File: config.mk
export PLATFORM = sky130hd
export DESIGN_NAME = keyscan_top
export DESIGN_NICKNAME = d
export VERILOG_FILES = /design/src/rtl/keyscan_pkg.sv /design/src/rtl/keyscan_seq.sv /design/src/rtl/keyscan_regs.sv /design/src/rtl/keyscan_top.sv
export SDC_FILE = /design/constraint.sdc
export NUM_CORES = 1
export LEC_CHECK = 0
export BUFFER_PORTS_ARGS = -buffer_cell sky130_fd_sc_hd__buf_2
export CORE_ASPECT_RATIO = 0.8
export CORE_MARGIN = 8
export CORE_UTILIZATION = 25
export CTS_BUF_LIST = sky130_fd_sc_hd__clkbuf_8
export DETAILED_ROUTE_END_ITERATION = 10
export MAX_ROUTING_LAYER = met4
export PLACE_DENSITY = 0.46
export SETUP_SLACK_MARGIN = 0.15
export SLEW_MARGIN = 20
export SYNTH_ARGS = -nofsm -noshare
export SYNTH_HDL_FRONTEND = slang
export SYNTH_SLANG_ARGS = --single-unit
File: constraint.sdc
create_clock -name clk -period 8.3 [get_ports clk]
set_input_delay 0.83 -clock clk [delete_from_list [all_inputs] [get_ports clk]]
set_output_delay 0.83 -clock clk [all_outputs]
set_load 0.02 [all_outputs]
File: src/rtl/keyscan_pkg.sv
package keyscan_pkg;
  localparam int KS_ROWS       = 16;
  localparam int KS_COLS       = 16;
  localparam int KS_ROW_W      = $clog2(KS_ROWS);
  localparam int KS_CNT_W      = 8;
  localparam int KS_DATA_W     = 32;
  localparam int KS_DLY_ROW_W  = 14;
  localparam int KS_DLY_SCAN_W = 16;
  localparam int KS_IRQ_N      = 3;

  typedef enum logic [1:0] {
    MODE_IDLE   = 2'd0,
    MODE_DETECT = 2'd1,
    MODE_ONCE   = 2'd2,
    MODE_LOOP   = 2'd3
  } scanMode_e;

  typedef enum logic [1:0] {
    ST_IDLE   = 2'd0,
    ST_SETTLE = 2'd1,
    ST_GAP    = 2'd2
  } scanState_e;

  typedef struct packed {
    logic                startScan;
    logic                rowWrite;
    logic                doneScan;
    logic                clearMode;
    logic [KS_ROW_W-1:0] rowIdx;
  } scanStrobe_t;
endpackage

File: src/rtl/keyscan_seq.sv
module keyscan_seq
  import keyscan_pkg::*;
(
  input  logic                     clk,
  input  logic                     rst_n,
  input  scanMode_e                mode,
  input  logic [KS_DLY_ROW_W-1:0]  rowDelay,
  input  logic [KS_DLY_SCAN_W-1:0] scanDelay,
  input  logic [KS_CNT_W-1:0]      rowCount,
  output scanStrobe_t              strobe,
  output logic [KS_ROWS-1:0]       rowDrive
);
  scanState_e                 state, nState;
  logic [KS_ROW_W-1:0]        rowIdx, nRow;
  logic [KS_DLY_SCAN_W-1:0]   waitCnt, nCnt;
  logic                       scanning, lastRow, rowDone, gapDone;

  assign scanning = (mode == MODE_ONCE) || (mode == MODE_LOOP);
  assign lastRow  = ((KS_CNT_W'(rowIdx) + KS_CNT_W'(1)) >= rowCount) ||
                    (rowIdx == KS_ROW_W'(KS_ROWS - 1));
  assign rowDone  = waitCnt == KS_DLY_SCAN_W'(rowDelay);
  assign gapDone  = waitCnt == scanDelay;

  always_comb begin
    strobe        = '0;
    strobe.rowIdx = rowIdx;
    nState        = state;
    nRow          = rowIdx;
    nCnt          = waitCnt + KS_DLY_SCAN_W'(1);
    case (state)
      ST_IDLE: begin
        nCnt = '0;
        if (scanning) begin
          strobe.startScan = 1'b1;
          nState           = ST_SETTLE;
          nRow             = '0;
        end
      end
      ST_SETTLE: begin
        if (!scanning) begin
          nState = ST_IDLE;
          nCnt   = '0;
        end else if (rowDone) begin
          strobe.rowWrite = 1'b1;
          nCnt            = '0;
          if (lastRow) begin
            strobe.doneScan = 1'b1;
            if (mode == MODE_ONCE) begin
              strobe.clearMode = 1'b1;
              nState           = ST_IDLE;
            end else begin
              nState = ST_GAP;
            end
          end else begin
            nRow = rowIdx + KS_ROW_W'(1);
          end
        end
      end
      ST_GAP: begin
        if (!scanning) begin
          nState = ST_IDLE;
          nCnt   = '0;
        end else if (gapDone) begin
          strobe.startScan = 1'b1;
          nState           = ST_SETTLE;
          nRow             = '0;
          nCnt             = '0;
        end
      end
      default: begin
        nState = ST_IDLE;
        nCnt   = '0;
      end
    endcase
  end

  always_ff @(posedge clk or negedge rst_n) begin
    if (!rst_n) begin
      state   <= ST_IDLE;
      rowIdx  <= '0;
      waitCnt <= '0;
    end else begin
      state   <= nState;
      rowIdx  <= nRow;
      waitCnt <= nCnt;
    end
  end

  always_comb begin
    if (mode == MODE_DETECT)    rowDrive = '1;
    else if (state == ST_SETTLE) rowDrive = KS_ROWS'(1) << rowIdx;
    else                         rowDrive = '0;
  end
endmodule

File: src/rtl/keyscan_regs.sv
module keyscan_regs
  import keyscan_pkg::*;
#(
  parameter int ADDR_W = 8
) (
  input  logic                     clk,
  input  logic                     rst_n,
  input  logic                     busWrEn,
  input  logic [ADDR_W-1:0]        busAddr,
  input  logic [KS_DATA_W-1:0]     busWdata,
  output logic [KS_DATA_W-1:0]     busRdata,
  input  logic [KS_COLS-1:0]       colIn,
  input  scanStrobe_t              strobe,
  output scanMode_e                mode,
  output logic [KS_DLY_ROW_W-1:0]  rowDelay,
  output logic [KS_DLY_SCAN_W-1:0] scanDelay,
  output logic [KS_CNT_W-1:0]      rowCount,
  output logic [KS_DATA_W-1:0]     ctrlWord,
  output logic [2*KS_CNT_W-1:0]    cfgWord,
  output logic [KS_IRQ_N-1:0]      statusBits,
  output logic [KS_IRQ_N-1:0]      maskBits,
  output logic                     irq
);
  localparam int WORD_IDX_W   = ADDR_W - 2;
  localparam int REG_CTRL     = 0;
  localparam int REG_CFG      = 1;
  localparam int REG_STATUS   = 2;
  localparam int REG_MASK     = 3;
  localparam int ROW_REG_BASE = 4;
  localparam int PAIR_N       = KS_ROWS / 2;

  logic [WORD_IDX_W-1:0] regIdx, pairOff;
  logic                  aligned, isRow;
  logic                  wrCtrl, wrCfg, wrStatus, wrMask;
  logic [KS_CNT_W-1:0]   colCount;
  logic [KS_COLS-1:0]    colMask, sampleWord;
  logic [KS_COLS-1:0]    rowData [KS_ROWS];
  logic [KS_DATA_W-1:0]  pairWord [PAIR_N];
  logic                  rowInRange, rowDiff, scanChanged, keyDown;
  logic [KS_IRQ_N-1:0]   setBits, ackBits;

  assign regIdx   = busAddr[ADDR_W-1:2];
  assign aligned  = busAddr[1:0] == 2'b00;
  assign pairOff  = regIdx - WORD_IDX_W'(ROW_REG_BASE);
  assign isRow    = (regIdx >= WORD_IDX_W'(ROW_REG_BASE)) && (pairOff < WORD_IDX_W'(PAIR_N));
  assign wrCtrl   = busWrEn && aligned && (regIdx == WORD_IDX_W'(REG_CTRL));
  assign wrCfg    = busWrEn && aligned && (regIdx == WORD_IDX_W'(REG_CFG));
  assign wrStatus = busWrEn && aligned && (regIdx == WORD_IDX_W'(REG_STATUS));
  assign wrMask   = busWrEn && aligned && (regIdx == WORD_IDX_W'(REG_MASK));

  assign mode      = scanMode_e'(ctrlWord[1:0]);
  assign rowDelay  = ctrlWord[2 +: KS_DLY_ROW_W];
  assign scanDelay = ctrlWord[KS_DATA_W-1 -: KS_DLY_SCAN_W];
  assign rowCount  = cfgWord[KS_CNT_W-1:0];
  assign colCount  = cfgWord[2*KS_CNT_W-1:KS_CNT_W];

  for (genvar c = 0; c < KS_COLS; c++) begin : g_colMask
    assign colMask[c] = KS_CNT_W'(c) < colCount;
  end
  for (genvar p = 0; p < PAIR_N; p++) begin : g_pair
    assign pairWord[p] = KS_DATA_W'({rowData[2*p+1], rowData[2*p]});
  end

  assign sampleWord = colIn | ~colMask;
  assign keyDown    = (mode == MODE_DETECT) && (sampleWord != '1);
  assign rowInRange = KS_CNT_W'(strobe.rowIdx) < rowCount;
  assign rowDiff    = rowInRange && (rowData[strobe.rowIdx] != sampleWord);

  assign setBits = {keyDown,
                    strobe.doneScan && (scanChanged || (strobe.rowWrite && rowDiff)),
                    strobe.doneScan};
  assign ackBits = wrStatus ? (busWdata[KS_IRQ_N-1:0] & {~keyDown, {(KS_IRQ_N-1){1'b1}}})
                            : '0;

  always_ff @(posedge clk or negedge rst_n) begin
    if (!rst_n) begin
      ctrlWord    <= '0;
      cfgWord     <= '0;
      statusBits  <= '0;
      maskBits    <= '0;
      scanChanged <= 1'b0;
      for (int r = 0; r < KS_ROWS; r++) rowData[r] <= '0;
    end else begin
      if (wrCtrl)                ctrlWord      <= busWdata;
      else if (strobe.clearMode) ctrlWord[1:0] <= MODE_IDLE;
      if (wrCfg)  cfgWord  <= busWdata[2*KS_CNT_W-1:0];
      if (wrMask) maskBits <= busWdata[KS_IRQ_N-1:0];
      statusBits <= (statusBits & ~ackBits) | setBits;
      if (strobe.startScan)                scanChanged <= 1'b0;
      else if (strobe.rowWrite && rowDiff) scanChanged <= 1'b1;
      if (strobe.rowWrite && rowInRange) rowData[strobe.rowIdx] <= sampleWord;
    end
  end

  always_comb begin
    busRdata = '0;
    if (aligned) begin
      if (isRow) busRdata = pairWord[pairOff[KS_ROW_W-2:0]];
      else if (regIdx == WORD_IDX_W'(REG_CTRL))   busRdata = ctrlWord;
      else if (regIdx == WORD_IDX_W'(REG_CFG))    busRdata = KS_DATA_W'(cfgWord);
      else if (regIdx == WORD_IDX_W'(REG_STATUS)) busRdata = KS_DATA_W'(statusBits);
      else if (regIdx == WORD_IDX_W'(REG_MASK))   busRdata = KS_DATA_W'(maskBits);
    end
  end

  assign irq = |(statusBits & maskBits);
endmodule

File: src/rtl/keyscan_top.sv
module keyscan_top
  import keyscan_pkg::*;
#(
  parameter int ADDR_W = 8
) (
  input  logic                 clk,
  input  logic                 rst_n,
  input  logic                 busSel,
  input  logic                 busEnable,
  input  logic                 busWrite,
  input  logic [ADDR_W-1:0]    busAddr,
  input  logic [KS_DATA_W-1:0] busWdata,
  output logic [KS_DATA_W-1:0] busRdata,
  input  logic [KS_COLS-1:0]   colIn,
  output logic [KS_ROWS-1:0]   rowDrive,
  output logic                 irq
);
  scanStrobe_t              strobe;
  scanMode_e                mode;
  logic [KS_DLY_ROW_W-1:0]  rowDelay;
  logic [KS_DLY_SCAN_W-1:0] scanDelay;
  logic [KS_CNT_W-1:0]      rowCount;
  logic [KS_DATA_W-1:0]     ctrlWord;
  logic [2*KS_CNT_W-1:0]    cfgWord;
  logic [KS_IRQ_N-1:0]      statusBits, maskBits;
  logic                     busWrEn;

  assign busWrEn = busSel && busEnable && busWrite;

  keyscan_regs #(.ADDR_W(ADDR_W)) u_regs (
    .clk(clk), .rst_n(rst_n), .busWrEn(busWrEn), .busAddr(busAddr),
    .busWdata(busWdata), .busRdata(busRdata), .colIn(colIn), .strobe(strobe),
    .mode(mode), .rowDelay(rowDelay), .scanDelay(scanDelay), .rowCount(rowCount),
    .ctrlWord(ctrlWord), .cfgWord(cfgWord), .statusBits(statusBits),
    .maskBits(maskBits), .irq(irq)
  );

  keyscan_seq u_seq (
    .clk(clk), .rst_n(rst_n), .mode(mode), .rowDelay(rowDelay),
    .scanDelay(scanDelay), .rowCount(rowCount), .strobe(strobe), .rowDrive(rowDrive)
  );
endmodule

==> impl_metrics.toml <==
[run_status]
outcome = "finished clean"

[yosys]
synth_fa_ha_area_frac = 0.0144
syn_area_mm2 = 0.0191
synth_warnings = 0
synth_compound_area_frac = 0.0468
ys_top_cells_by_area = "dfrtp_1 44%, mux4_2 15%, mux2_2 15%"
yosysTopAreaCellShare = 0.436
yosys.cell_types.count = 58
syn_avg_cell_area_um2 = 13.2
synth_top_family_by_area = "multiplexers"
yosys.area_share.simple = 0.0736
ys_seq_elements = 333
synth-seq-area-share = 0.436
ys_top_cells_by_count = "333 x dfrtp_1, 248 x mux2_2, 138 x nand2_1"
muxShareOfSynthArea = 0.363
syn_nets = 1533
synth_edf_count = 0
synthFlopType = "dfrtp_1"
async_flop_share = 1.00
synth.largest_area_cell = "dfrtp_1"
synthCells = 1450
synth_xor_area_frac = 0.0296
synth_most_common_cell = "dfrtp_1"

[floorplanning]
row_count = 90
die-area_mm2 = 0.0857
core_area_mm2 = 0.0756
ios = 110
initial_utilization = 0.253
die_w_um = 325
die_height_um = 263

[clocking]
postCtsSetupBuffers = 0
cts_resized = 0
cts-root-buf = "clkbuf_8"
cts_buffer_depth = 3
cts_tree = "built"
worstSkewPairLatency_ns = 0.66
hold_buffers = 0
clkTransAtPathRegs_ns = 0.05
cts_made_buffers = 61
cts_max_level = 2
cts.sinks = 333

[worst_setup_path]
r2r_slack_ns = 4.06
startpoint_type = "primary input"
critPathCaptureType = "output pin"
critical_path_class = "in2out"
reg2reg_depth = 7
regToRegEndpoint = "u_regs.pairWord[171]$_DFFE_PN0P_"
critPathMaxFanout = 34
r2r_start = "u_seq.waitCnt[12]$_DFF_PN0_"
crit_required_ns = 7.47
cp-startpoint = "busAddr[4]"
cp.arrival_ns = 3.99

[layout]
area_growth_pct = 13.5
final_util = 0.287
drive_gt1_frac = 0.444
nFillCells = 7688
num-nets-final = 1587
final_area_mm2 = 0.0217

[timing]
fin_tns_setup_ns = 0
layout_min_cycle_time_ns = 4.82
tightest_slew_ns = 1.09
fin_crit_sh = 0.581
hold_viol_final = 0
rsz0062_at_grt = "no"
finClkSkew_ns = 0.0261
finalSetupViolations = 0
max_freq_mhz = 207
worst_hold_slack_ns = 0.262
slew_headroom = 0.264
slew_violations = 0

[routing]
post_drt_wl_per_cell_um = 24.7
antenna_left = 0
wl_mm = 63.3
vias_per_cell = 4.94
drtPass1Iterations = 5
drc_errors = 0
first_iter_violations = 1160
vias = 12665

[place]
place.gp.congestion = 0.832
hpwl_mm = 41.2
place_area_mm2 = 0.0205
io_buffers = 109

[pwr]
total_power_mw = 4.00
pwr_density_cell_mw_per_mm2 = 184
p_leak_nw = 8.79
peakVddDrop_uv = 109

[global_route]
grt_pass1_vias = 13283
antenna_found_initial = 1
grt_max_degree = 163
grt_usage = 0.148
grt_overflow_total = 0
grt_pass1_wl_mm = 93.6

[worst_hold_path]
hold_class = "in2async"

[flow_run]
max-cap-violations = 0
[metrics by stage]
step	setup slack, ns	cells
6_report	3.48	2566
4_1_cts	3.51	2565
2_1_floorplan	4.10	1450
3_3_place_gp	3.60	2453
5_1_grt	3.15	2566
3_5_place_dp	3.51	2453
[cells in the final DEF (no fill, tap or decap), types with 4 or more instances in the layout]
cell type	Yosys	layout
a21o_1	12	12
a21oi_1	41	41
a221oi_1	6	6
a22o_1	6	6
a22oi_1	11	11
a311oi_1	13	13
buf_2	31	106
buf_4	0	14
clkbuf_8	0	77
clkinv_2	0	6
dfrtp_1	333	331
ha_1	22	22
inv_1	20	48
mux2_2	248	248
mux2_4	70	70
mux2i_1	14	14
mux4_2	131	131
nand2_1	138	138
nand2b_1	6	6
nand3_1	36	36
nand3_2	8	8
nand3_4	7	7
nand4_1	18	18
nor2_1	37	37
nor2b_1	6	4
nor3_1	5	5
o21ai_0	23	23
xnor2_1	51	51
xor2_1	10	10
[registers in the layout (all words and copies together), names as in the netlist, 2 cells and up]
signal / cells
u_regs.cfgWord: 16
u_regs.ctrlWord: 32
u_regs.maskBits: 3
u_regs.pairWord: 256
u_regs.statusBits: 3
u_seq.rowIdx: 4
u_seq.state: 2
u_seq.waitCnt: 16
[cells by family after synthesis]
group,Yosys count
AO/OA/AOI/OAI,135
adder cells (fa/ha/maj),22
AND/OR/NAND/NOR,280
multiplexers,464
buffers and inverters,153
XOR/XNOR,63
flip-flops,333
[critical path: stages]
cell and delay, ns:
buf_2 0.10, buf_4 0.29, clkinv_1 0.19, ha_1 0.16
nor3b_1 0.57, nand2b_1 0.23, nor2_1 0.82, buf_4 0.30
nand3_1 0.10, a21oi_1 0.18, buf_2 0.20
[how the worst max path moves through the flow]
| stage | cells after the start | end | slack (ns) |
|---|---|---|---|
| 6_report | 11 | busRdata[28] | 3.48 |
| 5_1_grt | 11 | busRdata[27] | 3.15 |
| 4_1_cts | 11 | busRdata[28] | 3.51 |
| 3_5_place_dp | 11 | busRdata[28] | 3.51 |
| 3_3_place_gp | 11 | busRdata[22] | 3.60 |
| 2_1_floorplan | 13 | busRdata[10] | 4.10 |
[final cells by class]
cell class                 count  area (um^2)  share of cell area
tap                         1012         1270              0.0583
sequential                   333         8340               0.384
multi-input combinational    964        10100               0.467
clock buffer                  77         1060              0.0488
antenna                        1         2.50            0.000115
clock inverter                35          143             0.00657
inverter                      21         78.8             0.00363
timing repair buffer         123          682              0.0314
[routing by layer]
layer,GRT usage,share of wire,vias to the layer above
met2,0.238,0.48,347
met4,0.0398,0.023,0
li1,-,-,5491
met1,0.193,0.44,6736
met5,-,0,-
met3,0.0261,0.049,91
[power by group]
group,internal (mW),switching (mW)
Clock,0.826,0.721
Sequential,1.68,0.0869
Combinational,0.322,0.359
Note: power is estimated with default switching activity, not from simulation.
